File: src/rtl/tmr_pkg.sv
package tmr_pkg;
  typedef enum logic [1:0] {
    RSP_DATA   = 2'd0,
    RSP_ACK    = 2'd1,
    RSP_CLEAN  = 2'd2,
    RSP_REFUSE = 2'd3
  } rsp_code_t;
endpackage

File: src/rtl/tmr_state.sv
module tmr_state (
  input  logic clk,
  input  logic rst,
  input  logic tm_begin,
  input  logic tm_end,
  input  logic evict_valid,
  input  logic evict_wr,
  output logic tm_on,
  output logic ovf_on
);
  logic spill;
  assign spill = evict_valid & evict_wr & tm_on;

  always_ff @(posedge clk) begin
    if (rst) begin
      tm_on  <= 1'b0;
      ovf_on <= 1'b0;
    end else if (tm_end) begin
      tm_on  <= 1'b0;
      ovf_on <= 1'b0;
    end else begin
      if (tm_begin) tm_on <= 1'b1;
      if (spill)    ovf_on <= 1'b1;
    end
  end
endmodule

File: src/rtl/tmr_classify.sv
module tmr_classify #(
  parameter int WAYS = 4
) (
  input  logic              excl,
  input  logic [WAYS-1:0]   hit,
  input  logic [WAYS-1:0]   rd,
  input  logic [WAYS-1:0]   wr,
  input  logic              tm_on,
  input  logic              ovf_on,
  output tmr_pkg::rsp_code_t code
);
  logic [WAYS-1:0] way_clash;

  for (genvar i = 0; i < WAYS; i++) begin : g_way
    assign way_clash[i] = hit[i] & (excl ? (rd[i] | wr[i]) : wr[i]);
  end

  logic any_hit, clash;
  assign any_hit = |hit;
  assign clash   = tm_on & (|way_clash);

  always_comb begin
    if (any_hit) begin
      if (clash)     code = tmr_pkg::RSP_REFUSE;
      else if (excl) code = tmr_pkg::RSP_ACK;
      else           code = tmr_pkg::RSP_DATA;
    end else if (tm_on && ovf_on) begin
      code = tmr_pkg::RSP_REFUSE;
    end else begin
      code = tmr_pkg::RSP_CLEAN;
    end
  end
endmodule

File: src/rtl/tmr_rsp_stage.sv
module tmr_rsp_stage #(
  parameter int ID_W = 4
) (
  input  logic              clk,
  input  logic              rst,
  input  logic              in_valid,
  input  tmr_pkg::rsp_code_t in_code,
  input  logic [ID_W-1:0]   in_id,
  output logic              out_valid,
  output logic [1:0]        out_code,
  output logic [ID_W-1:0]   out_id
);
  always_ff @(posedge clk) begin
    if (rst) begin
      out_valid <= 1'b0;
      out_code  <= 2'd0;
      out_id    <= '0;
    end else begin
      out_valid <= in_valid;
      if (in_valid) begin
        out_code <= in_code;
        out_id   <= in_id;
      end
    end
  end
endmodule

File: src/rtl/tx_conflict_responder.sv
module tx_conflict_responder #(
  parameter int WAYS = 4,
  parameter int ID_W = 4
) (
  input  logic            clk,
  input  logic            rst,
  input  logic            req_valid,
  input  logic            req_excl,
  input  logic [ID_W-1:0] req_id,
  input  logic [WAYS-1:0] lk_hit,
  input  logic [WAYS-1:0] lk_rd,
  input  logic [WAYS-1:0] lk_wr,
  input  logic            evict_valid,
  input  logic            evict_wr,
  input  logic            tm_begin,
  input  logic            tm_end,
  output logic            rsp_valid,
  output logic [1:0]      rsp_code,
  output logic [ID_W-1:0] rsp_id,
  output logic            tm_active,
  output logic            ovf_flag
);
  tmr_pkg::rsp_code_t next_code;

  tmr_state u_state (
    .clk(clk), .rst(rst), .tm_begin(tm_begin), .tm_end(tm_end),
    .evict_valid(evict_valid), .evict_wr(evict_wr),
    .tm_on(tm_active), .ovf_on(ovf_flag)
  );

  tmr_classify #(.WAYS(WAYS)) u_cls (
    .excl(req_excl), .hit(lk_hit), .rd(lk_rd), .wr(lk_wr),
    .tm_on(tm_active), .ovf_on(ovf_flag), .code(next_code)
  );

  tmr_rsp_stage #(.ID_W(ID_W)) u_rsp (
    .clk(clk), .rst(rst), .in_valid(req_valid), .in_code(next_code),
    .in_id(req_id), .out_valid(rsp_valid), .out_code(rsp_code),
    .out_id(rsp_id)
  );
endmodule

File: config.mk
export PLATFORM = sky130hd
export DESIGN_NAME = tx_conflict_responder
export DESIGN_NICKNAME = d
export VERILOG_FILES = /design/src/rtl/tmr_pkg.sv /design/src/rtl/tmr_state.sv /design/src/rtl/tmr_classify.sv /design/src/rtl/tmr_rsp_stage.sv /design/src/rtl/tx_conflict_responder.sv
export SDC_FILE = /design/constraint.sdc
export NUM_CORES = 1
export LEC_CHECK = 0
export BUFFER_PORTS_ARGS = -buffer_cell sky130_fd_sc_hd__buf_4
export CAP_MARGIN = 20
export CORE_AREA = 2 2 39 41
export DETAILED_ROUTE_END_ITERATION = 12
export DIE_AREA = 0 0 41 43
export GPL_TIMING_DRIVEN = 0
export PLACE_DENSITY = 0.62
export SLEW_MARGIN = 30
export SYNTH_ARGS = -nofsm -noshare
export SYNTH_HDL_FRONTEND = slang
export SYNTH_HIERARCHICAL = 1
export SYNTH_SLANG_ARGS = --single-unit
export TNS_END_PERCENT = 20
File: constraint.sdc
create_clock -name clk -period 2.2 [get_ports clk]
set_clock_uncertainty 0.1 [all_clocks]
set_input_delay 0.44 -clock clk [delete_from_list [all_inputs] [get_ports clk]]
set_output_delay 0.44 -clock clk [all_outputs]
set_load 0.03 [all_outputs]
Yosys cells after proc, flatten, opt, wreduce, memory -nomap -nowiden. Index checks and enable logic that the tools add are counted.

Register bits after elaboration: 9. Input bits: 24. Output and inout bits: 9. Logic and storage cells: 28.

Muxes and demuxes: 8. Bitwise operators: 11. Reductions and logical operators: 4.

Operators with widths (number): OR reduction 4 bit (2); AND 1 bit (7); two-way mux 1 bit (6); two-way mux 2 bit (2); bitwise OR 1 bit (4); OR reduction 2 bit (1); logical AND 1 bit (1).

Longest topological paths before layout.
Word-level depth: 7. Gate-level depth with buffers: 6. Gate-level depth less buffers: 6.

Cells and area by module. Netlist, hierarchy kept.

Modules (own cells, without submodules): tmr_rsp_stage (times used 1, cells an instance 21, area each 240.2 sq um, seq. area each 140.1 sq um); tmr_classify (times used 1, cells an instance 13, area each 92.6 sq um, seq. area each 0.0 sq um); tmr_state (times used 1, cells an instance 6, area each 70.1 sq um, seq. area each 40.0 sq um).

Least setup slack after synthesis. OpenSTA, ideal clock, no wires.

Path type: input -> register. From: in lk_hit[1]. To: reg u_rsp.out_code[0]. Setup time: 0.115 ns. Arrival time: 1.494 ns. Required time: 1.985 ns. Setup slack: 0.492 ns. Stages: 6. Path buffers: 0. Cell sequence: or4_4 > nand2_1 > a21oi_1 > a211o_1 > mux2i_1 > nor2_1.

Longest elaborated chain between the ends: 5. Elaborated cells on any way between the ends: 6. Classes of those cells: mux (2); bitwise (2); reduce/logical (2).

Ends and longest elaborated chain: from (decl) (RTL line tx_conflict_responder.sv:10) `input logic [WAYS-1:0] lk_hit,`; AND 1 bit (RTL line tmr_classify.sv:15) `assign way_clash[i] = hit[i] & (excl ? (rd[i] | wr[i]) : wr[i]);`; OR reduction 4 bit (RTL line tmr_classify.sv:20) `assign clash = tm_on & (|way_clash);`; AND 1 bit (RTL line tmr_classify.sv:20); two-way mux 2 bit (RTL line tmr_classify.sv:24) `if (clash) code = tmr_pkg::RSP_REFUSE;`; two-way mux 2 bit (*) (RTL line tmr_classify.sv:23) `if (any_hit) begin`; via next_code[0] (RTL line tx_conflict_responder.sv:23) `tmr_pkg::rsp_code_t next_code;`; to (signal assigned) (RTL line tmr_rsp_stage.sv:21) `out_code <= in_code;`; to (decl) (RTL line tmr_rsp_stage.sv:10) `output logic [1:0] out_code,`.

Mark *: on every way through the listed nets, which the timed path passes. The rest lies on a longest branch. A chain may end at the register's enable or synchronous reset.

Worst setup path after layout. Same ends and word-level chain as after synthesis.

==> run_results.csv <==
group,metric,value,unit
route,wl,966,µm
route,post_drt_wl_per_cell,10.6,µm
final_layout,antennaDiodeCount,0,
logic_synthesis,ys_seq_area_share,44.7,%
global_route,grt_usage,12.4,%
sta,rsz0062_at_grt,"no",
setup_path,start_kind,"input port",
logic_synthesis,syn_avg_cell_area,10.1,µm²
cts,clock_latency,260,ps
floorplan,dieArea,0.00176,mm²
cts,cts_sinks,9,
setup_path,cp_max_fo,3,
setup_path,reg2reg_to,"u_rsp/out_code[0]$_SDFFE_PP0P_",
route,firstDrtPassIters,3,
cts,postCtsSetupRepairBufs,0,
floorplan,boundaryPins,33,
setup_path,cp-end-kind,"flip-flop",
cts,numCtsBuffers,3,
final_layout,final_cell_mix,"buf_4, dfxtp_1, nor2_1",
logic_synthesis,synth.distinct_cells,16,
placement,portBuffers,31,
sta,setup_viol,0,
floorplan,die_w,41,µm
sta,finalSetupTns,0,ps
global_route,grt_max_degree,10,
placement,gp_congestion,0.639,
cts,cts_tree,"done",
sta,finalMaxSlewViolations,0,
setup_path,r2r_start,"u_state/tm_on$_SDFFE_PP0P_",
logic_synthesis,syn_nets,64,
placement,dpl_cell_area,656,µm²
setup_path,critPathKind,"input port to flip-flop",
setup_path,crit_arrival,1650,ps
final_layout,layout.nets,100,
final_layout,drive_gt1_share,50.7,%
cts,postCtsResizedCells,0,
hold_path,holdCritStartpoint,"tm_end",
sta,period_share,73.0,%
route,viasPerCell,4.64,
hold_path,min_path_cells,2,
sta,fin_crit,1610,ps
setup_path,cp_data_required_time,2250,ps
pwr,power_density,576,mW/mm²
floorplan,start_util,29.1,%
pwr,total_power,0.393,mW
route,vias,422,
logic_synthesis,netlist_area,403,µm²
final_layout,final_common_cell,"buf_4",
cts,root_buffer,"clkbuf_4",
route,ant_nets,0,
cts,clockBufferDepth,2,
global_route,grt_pass1_vias,381,
sta,whs,253,ps
pwr,power_leakage,0.356,nW
flow_run,drv_cap,0,
setup_path,r2r_slack,1080,ps
floorplan,die_y,43,µm
floorplan,coreArea,0.00138,mm²
sta,slew_headroom,80.8,%
status,status,"finished, final reports clean",
hold_path,min_to,"u_state/ovf_on$_SDFFE_PP0P_",
global_route,antenna_found_initial,0,
cts,clkTransAtPathRegs,60,ps
sta,hold_viol,0,
cts,cts_hold_buf,0,
final_layout,fin_area,682,µm²
logic_synthesis,yosysWarningCount,6,
sta,max_freq,622,MHz
sta,tightestPinTransition,286,ps
logic_synthesis,synth_cells,40,
setup_path,rr_worst_depth,4,
route,drtIter0Drc,2,
final_layout,synthToLayoutAreaGrowth,69.3,%
global_route,grt_pass1_wl,1.48,mm
setup_path,cp-startpoint,"lk_hit[1]",
pwr,vdd_drop_max,425,µV
logic_synthesis,ys_seq_elements,9,
floorplan,rows,14,
global_route,grt_overflow,0,
route,route.detailed.drc,0,
cts,cts-htree-levels,1,
hold_path,hold_class,"input port to flip-flop",
[critical path, stage by stage]
cell,delay [ps]
buf_4,120
or4_4,530
nand2_1,80
a21oi_1,40
a211o_1,270
mux2i_1,130
nor2_1,50
[stage by stage]
step / worst slack, ps / util, % / std cells
6_report: 593 / 49.3 / 91
5_1_grt: 492 / 49.3 / 91
4_1_cts: 587 / 49.3 / 91
3_5_place_dp: 318 / 47.4 / 87
3_3_place_gp: 324 / 47.4 / 87
2_1_floorplan: 492 / - / 40
[synthesized netlist by cell type]
master | n | area share (%)
a22oi_1 | 2 | 3.7
mux2i_1 | 6 | 15
nor4_1 | 1 | 1.6
nand2_1 | 1 | 0.93
a211o_1 | 1 | 2.2
or4_4 | 1 | 2.8
a21o_1 | 4 | 7.5
buf_6 | 1 | 2.8
a21oi_1 | 1 | 1.2
nor2b_1 | 1 | 1.6
a31oi_1 | 1 | 1.6
or2_1 | 1 | 1.6
nor3_2 | 2 | 5.0
and3_1 | 1 | 1.6
dfxtp_1 | 9 | 45
nor2_1 | 7 | 6.5
[registers in the layout (all words and copies together) (netlist names)]
signal           cells
u_rsp/out_code       2
u_rsp/out_id         4
u_rsp/out_valid      1
u_state/ovf_on       1
u_state/tm_on        1
[worst max path at each step]
| stage | end | slack, ps | cells after the start |
|---|---|---|---|
| 6_report | u_rsp/out_code[0]$_SDFFE_PP0P_ | 590 | 7 |
| 5_1_grt | u_rsp/out_code[0]$_SDFFE_PP0P_ | 490 | 7 |
| 4_1_cts | u_rsp/out_code[0]$_SDFFE_PP0P_ | 590 | 7 |
| 3_5_place_dp | u_rsp/out_code[0]$_SDFFE_PP0P_ | 320 | 7 |
| 3_3_place_gp | u_rsp/out_code[0]$_SDFFE_PP0P_ | 320 | 7 |
| 2_1_floorplan | u_rsp/out_code[0]$_SDFFE_PP0P_ | 490 | 6 |
[logic make-up (layout without fill, tap and decap cells)]
| kind of cell | after synthesis | after routing | share of synthesized area, % |
|---|---|---|---|
| simple gates | 15 | 15 | 21.4 |
| compound gates | 9 | 9 | 16.1 |
| flops | 9 | 9 | 44.7 |
| mux | 6 | 6 | 14.9 |
| buf+inv | 1 | 36 | 2.79 |
[per-layer routing]
| layer | GRT usage (%) | up-vias | wire length, µm | share of wire, % |
|---|---|---|---|---|
| met5 | 0 | - | 0 | 0 |
| met3 | 4.71 | 0 | 124 | 13 |
| met1 | 13.7 | 186 | 354 | 37 |
| met2 | 19.7 | 21 | 487 | 50 |
| li1 | - | 215 | - | - |
| met4 | 6.00 | 0 | 0 | 0 |
[power breakdown]
group / switching (mW) / total, mW / internal (mW)
Combinational: 0.0416 / 0.0930 / 0.0514
Sequential: 0.00439 / 0.176 / 0.171
Clock: 0.0543 / 0.124 / 0.0697
Total: 0.100 / 0.393 / 0.292
[cell type report]
type,count,area [µm²]
fill,150,702
multi-input combinational,30,211
tap,16,20.0
buffer,1,11.3
timing repair buffer,31,233
sequential,9,180
clock buffer,4,26.3
Power figures use the tool's default switching activity.
